### src/rtl/ctrl_rate_filter.sv
module ctrl_rate_filter #(
  parameter int ADC_W       = 10,
  parameter int RATE_W      = 24,
  parameter int BLOCK_LOG2  = 8,
  parameter int SCALE_SHIFT = 2,
  parameter logic [RATE_W-1:0] MIN_RATE   = 24'h000100,
  parameter logic [RATE_W-1:0] DEADBAND   = 24'h000040,
  parameter logic [RATE_W-1:0] RESET_RATE = 24'h001000
) (
  input  logic              clk,
  input  logic              rst_n,
  input  logic              conv_done,
  input  logic [ADC_W-1:0]  conv_data,
  output logic [RATE_W-1:0] rate,
  output logic              rate_updated
);

  localparam int PAD_W = RATE_W - ADC_W;

  logic [BLOCK_LOG2-1:0] count;
  logic [RATE_W-1:0]     acc;
  logic [RATE_W-1:0]     sum;
  logic [RATE_W-1:0]     cand;
  logic [RATE_W-1:0]     mag;
  logic [RATE_W:0]       diff;
  logic                  block_end;
  logic                  take;

  assign block_end = conv_done && (count == '1);
  assign sum       = acc + {{PAD_W{1'b0}}, conv_data};
  assign cand      = (sum >> SCALE_SHIFT) + MIN_RATE;
  assign diff      = {1'b0, cand} - {1'b0, rate};
  assign mag       = diff[RATE_W] ? ~diff[RATE_W-1:0] : diff[RATE_W-1:0];
  assign take      = block_end && (mag >= DEADBAND);

  always_ff @(posedge clk or negedge rst_n) begin
    if (!rst_n) begin
      count        <= '0;
      acc          <= '0;
      rate         <= RESET_RATE;
      rate_updated <= 1'b0;
    end else begin
      rate_updated <= take;
      if (conv_done) begin
        count <= count + 1'b1;
        acc   <= block_end ? '0 : sum;
      end
      if (take) rate <= cand;
    end
  end

  a_r2_count_holds: assert property (@(posedge clk) disable iff (!rst_n)
    !conv_done |=> $stable(count) && $stable(acc));

  a_r3_rate_holds: assert property (@(posedge clk) disable iff (!rst_n)
    !conv_done |=> $stable(rate) && !rate_updated);

  a_r8_flag_means_change: assert property (@(posedge clk) disable iff (!rst_n)
    rate_updated |-> rate != $past(rate));

  a_r8_single_pulse: assert property (@(posedge clk) disable iff (!rst_n)
    rate_updated |=> !rate_updated);

  a_r8_change_means_flag: assert property (@(posedge clk) disable iff (!rst_n)
    !rate_updated |-> $stable(rate));

  a_r6_deadband_margin: assert property (@(posedge clk) disable iff (!rst_n)
    rate_updated |-> ((rate > $past(rate)) ? ((rate - $past(rate)) >= DEADBAND)
                                           : (($past(rate) - rate) > DEADBAND)));

  a_r4_floor: assert property (@(posedge clk) disable iff (!rst_n)
    rate >= MIN_RATE);

endmodule

### config.mk
export PLATFORM = sky130hd
export DESIGN_NAME = ctrl_rate_filter
export DESIGN_NICKNAME = d
export VERILOG_FILES = /design/src/rtl/ctrl_rate_filter.sv
export SDC_FILE = /design/constraint.sdc
export NUM_CORES = 1
export LEC_CHECK = 0
export BUFFER_PORTS_ARGS = -buffer_cell sky130_fd_sc_hd__buf_2
export CAP_MARGIN = 20
export CORE_MARGIN = 2
export CORE_UTILIZATION = 55
export CTS_BUF_LIST = sky130_fd_sc_hd__clkbuf_4
export DETAILED_ROUTE_END_ITERATION = 7
export PLACE_DENSITY = 0.77
export SLEW_MARGIN = 40
export SYNTH_ARGS = -nofsm -noshare
export SYNTH_HDL_FRONTEND = slang
export SYNTH_SLANG_ARGS = --single-unit
### constraint.sdc
create_clock -name clk -period 9.2 [get_ports clk]
set_clock_uncertainty 0.1 [all_clocks]
set_input_delay 0.92 -clock clk [delete_from_list [all_inputs] [get_ports clk]]
set_output_delay 0.92 -clock clk [all_outputs]
set_load 0.03 [all_outputs]
**Word-level counts from Yosys, hierarchy flattened**

Index checks and enable logic that the tools add are counted.

- ROM bits: 0
- Bits in latches: 0
- Memories: 0
- Bits in writable memories: 0
- Bits in registers: 57

- Eq/ne operators: 1
- Multiply operators: 0
- Magnitude comparators: 1
- Div/mod/pow operators: 0
- Multiplexer cells: 2
- $add $sub $neg: 4
- Reduce and logical (&&, ||, !) cells: 2
- Bitwise operators: 1
- Shift operators: 0

Operator list:

| cell | number |
|---|---|
| 2-to-1 mux 24 bit | 2 |
| subtractor 23 x 24 -> 25 bit | 1 |
| adder 24 x 10 -> 24 bit | 1 |
| >= comparator 24 x 7 -> 1 bit (second input constant) | 1 |
| NOT 24 bit | 1 |
| adder 22 x 9 -> 23 bit (second input constant) | 1 |
| adder 8 x 1 -> 8 bit (second input constant) | 1 |
| == test 8 bit (second input constant) | 1 |
| logical AND 1 bit | 2 |

**Longest topological paths before layout**

- Depth in word-level cells: 7
- Mapped depth: 25
- Depth with buffers taken out: 23

**Least setup slack after synthesis**

No wires, ideal clock.

- Kind: in2reg
- From: input conv_data[0]
- To: register rate[10]
- Stages on the path: 21
- Arrival: 6.350 ns
- Path buffers: 2
- Slack: 2.625 ns
- Cells stage by stage: ha_1 > fa_1 > a21o_1 > a221oi_1 > o22ai_1 > o31ai_1 > and2_0 > or3b_2 > xnor2_1 > ha_1 > buf_6 > a21o_1 > a21o_1 > a31o_1 > a21o_1 > a221o_1 > mux2_2 > a2111oi_4 > a41oi_4 > buf_6 > mux2_4

- Word-level cells in the longest chain between the ends: 7

Ends and longest elaborated chain:

| what | line | source |
|---|---|---|
| start, declared | 13 | `input logic [ADC_W-1:0] conv_data,` |
| adder 24 x 10 -> 24 bit * | 30 | `assign sum = acc + {{PAD_W{1'b0}}, conv_data};` |
| adder 22 x 9 -> 23 bit * | 31 | `assign cand = (sum >> SCALE_SHIFT) + MIN_RATE;` |
| net cand[17] | 23 | `logic [RATE_W-1:0] cand;` |
| subtractor 23 x 24 -> 25 bit * | 32 | `assign diff = {1'b0, cand} - {1'b0, rate};` |
| NOT 24 bit | 33 | `assign mag = diff[RATE_W] ? ~diff[RATE_W-1:0] : diff[RATE_W-1:0];` |
| 2-to-1 mux 24 bit * | 33 |  |
| >= comparator 24 x 7 -> 1 bit * | 34 | `assign take = block_end && (mag >= DEADBAND);` |
| logical AND 1 bit * | 34 |  |
| end signal, assigned | 48 | `if (take) rate <= cand;` |
| end, declared | 14 | `output logic [RATE_W-1:0] rate,` |

The timed path passes the listed nets; every way through them passes the cells marked *.
A chain may end at the register's enable or synchronous reset.

**Final worst setup path**

Same ends and word-level chain as after synthesis.

==> reports/summary.txt <==
GR met2 Demand/Resource -> 40.9%
WL per Instance -> 16.7 um
R2r setup slk -> 2.19 ns
First-pass GRT wire length -> 20100 um
Crit path setup slack, layout -> 1.98 ns
Design Power -> 2.06 mW
Mapped Cells -> 572
Hold Crit Class -> flop to flop
Endpoint type of the worst setup path -> flop
Syn_nets -> 622
Slew Limit Fails -> 0
Longest Clk Path Bufs -> 2
Mapped Area -> 4950 um^2
Worst reg2reg path startpoint -> acc[0]
Initial Util -> 56.8%
Worst hold endpoint -> count[7]
Die Span X -> 98.9 um
Worst-path fanout max -> 14
Area share of the largest cell type after synthesis -> 27.8%
Synth top area cells -> dfrtp_1, ha_1, xnor2_1, mux2_4, inv_1
Via count of the routed design -> 4290
Post-CTS sizing -> 0
Fin Setup TNS -> 0 ns
Nets -> 636
Placed cell areas -> 5140 um^2
Startpoint types -> input pin
Synth top cells by count -> dfrtp_1, inv_1, nand2_1, ha_1
Worst skew pair latency -> 0.40 ns
Root Driver -> clkbuf_4
YS warnings -> 0
I/O Buffers -> 36
Met1 Track Usage GR -> 35.1%
GPL Wtd Cong -> 0.967
Post-route cell area -> 5210 um^2
Final hold vios -> 0
Async set-reset flop share out of synthesis -> 100%
Hold Path Cell Cnt -> 1
GR peak layer -> met2
Part of the cycle the worst path needs -> 78.5%
Setup WS pre-CTS -> 1.63 ns
Setup Buffers After CTS -> 0
Leakage -> 2.39 nW
Clock sink total -> 56
EDFF count, synth -> 0
CP Data Required Time -> 9.42 ns
CP Data Arrival Time -> 7.44 ns
Layout Utilization -> 59.8%
Area growth syn-to-layout -> 5.28%
Top_reg_cell synth -> dfrtp_1
Hold Buf Count CTS -> 0
Antenna diodes -> 0
CP Class -> input pin to flop
Grt ovf -> 0
Reg2reg end -> rate[10]
First-pass detailed-route iteration total -> 4
Core area -> 8720 um^2
WHS -> 0.405 ns
Die Span Y -> 98.9 um
Post-DRT Antenna Nets -> 0
Clock-pin transition on the worst setup and hold timing paths -> 0.18 ns
CTS buffer count -> 5
Hold_sp -> count[7]
Largest net degree at the start of global routing -> 57
Status -> finished clean
Post-synthesis register bit count -> 56
Cell area power density -> 394 nW/um^2
Via density -> 6.17
Total GRT Usage -> 24.7%
Avg Cell Area, Syn -> 8.66 um^2
RSZ-0062 raised after global routing -> no
DRC -> 0
Most frequent cell after synthesis -> dfrtp_1
# rows -> 34
Max-cap violation count -> 0
Max transition margin -> 51.7%
CTS tree -> done
Sequential fraction of the synthesis area -> 28.3%
Synth cell types -> 73
Initial antenna violation count -> 0
Die ar. -> 9780 um^2
Leading area contributor after synthesis -> dfrtp_1
DRT Wirelength -> 11600 um
HPWL after DPL -> 8920 um
Setup Viol. Count Final -> 0
Fmax -> 138 MHz
Placed cells -> 687
Met3 Track Usage GR -> 2.55%
Share of cells above drive strength 1 -> 13.8%
Layout Cells excl Fill -> 695
Slew at the pin closest to its max-slew limit -> 0.725 ns
Vias in the first global route -> 4113
Drt initial violations -> 213
Fin crit period -> 7.22 ns
VDD IR-drop max -> 0.200 mV
Cell depth of the worst flop-to-flop path -> 20
I/O pins -> 38
H-tree depth -> 2
cell families (layout without fill, tap and decap cells):
| group | after synthesis | after routing | share of synthesized area (%) |
|---|---|---|---|
| multiplexers | 26 | 26 | 6.82 |
| other | 1 | 1 | 0.0757 |
| adder cells (fa/ha/maj) | 37 | 37 | 9.65 |
| AO/OA/AOI/OAI | 173 | 173 | 24.4 |
| AND/OR/NAND/NOR | 151 | 151 | 15.3 |
| XOR/XNOR | 50 | 50 | 8.85 |
| flip-flops | 56 | 56 | 28.3 |
| buffers and inverters | 78 | 93 | 6.60 |
placed cells by master, fill, tap and decap left out, drive strengths merged, types with 5 or more instances in the layout:
cell type  netlist  routed
clkbuf          21       5
o31ai            6       6
nor3            12      12
dfrtp           55      55
nand4            7       7
mux2            20      20
ha              35      35
o22ai           10      10
buf             10      38
nand3           31      31
o21ai           34      34
xnor2           33      33
o21a             6       6
a21oi           35      35
nand2b           6       6
inv             47      48
and3             5       5
nor2            26      26
mux2i            6       6
o2111ai          5       5
xor2            17      17
a31oi            7       7
nand2           40      40
o211ai           9       9
a211oi           6       6
a21o            18      18
state kept, by name (all words and copies together) (netlist names):
signal and count:
rate_updated 1, rate 23, count 8, acc 24
power by group:
group	switching (mW)	internal, mW
sequential	0.0561	0.292
clock	0.0871	0.0323
combinational	0.944	0.644
worst max-delay path by stage:
stage          endpoint  slack (ns)    startpoint
5_1_grt         rate[4]        1.60  conv_data[0]
3_5_place_dp   rate[10]        1.63  conv_data[0]
3_3_place_gp   rate[20]        1.57  conv_data[0]
2_1_floorplan  rate[10]        2.62  conv_data[0]
6_report       rate[10]        1.98  conv_data[0]
4_1_cts        rate[10]        2.06  conv_data[0]
layer usage:
metal  up-vias  share of wire, %
met5         -                 0
met4         0               1.2
met3        16               4.2
met2       107                48
met1      2069                46
li1       2098                 -
layout make-up:
cell class	count	area [um^2]
fill	744	3510
multi-input combinational	438	3230
sequential	56	1400
timing repair buffer	38	199
inverter	47	176
tap	108	135
clock buffer	5	37.5
clock inverter	3	27.5
critical path, cell delays in order:
cell and delay, ns:
buf_2 0.10, ha_1 0.23, fa_1 0.41, a21o_1 0.23
a221oi_1 0.50, o22ai_2 0.35, o31ai_1 0.46, and2_0 0.34
or3b_2 0.48, xnor2_1 0.27, ha_1 0.37, a21o_1 0.21
a21o_1 0.19, a31o_1 0.22, a21o_1 0.18, a221o_1 0.40
or3_1 0.40, o22ai_1 0.25, a41oi_4 0.33, buf_6 0.28
mux2_4 0.31
(Power assumes the default switching activity.)
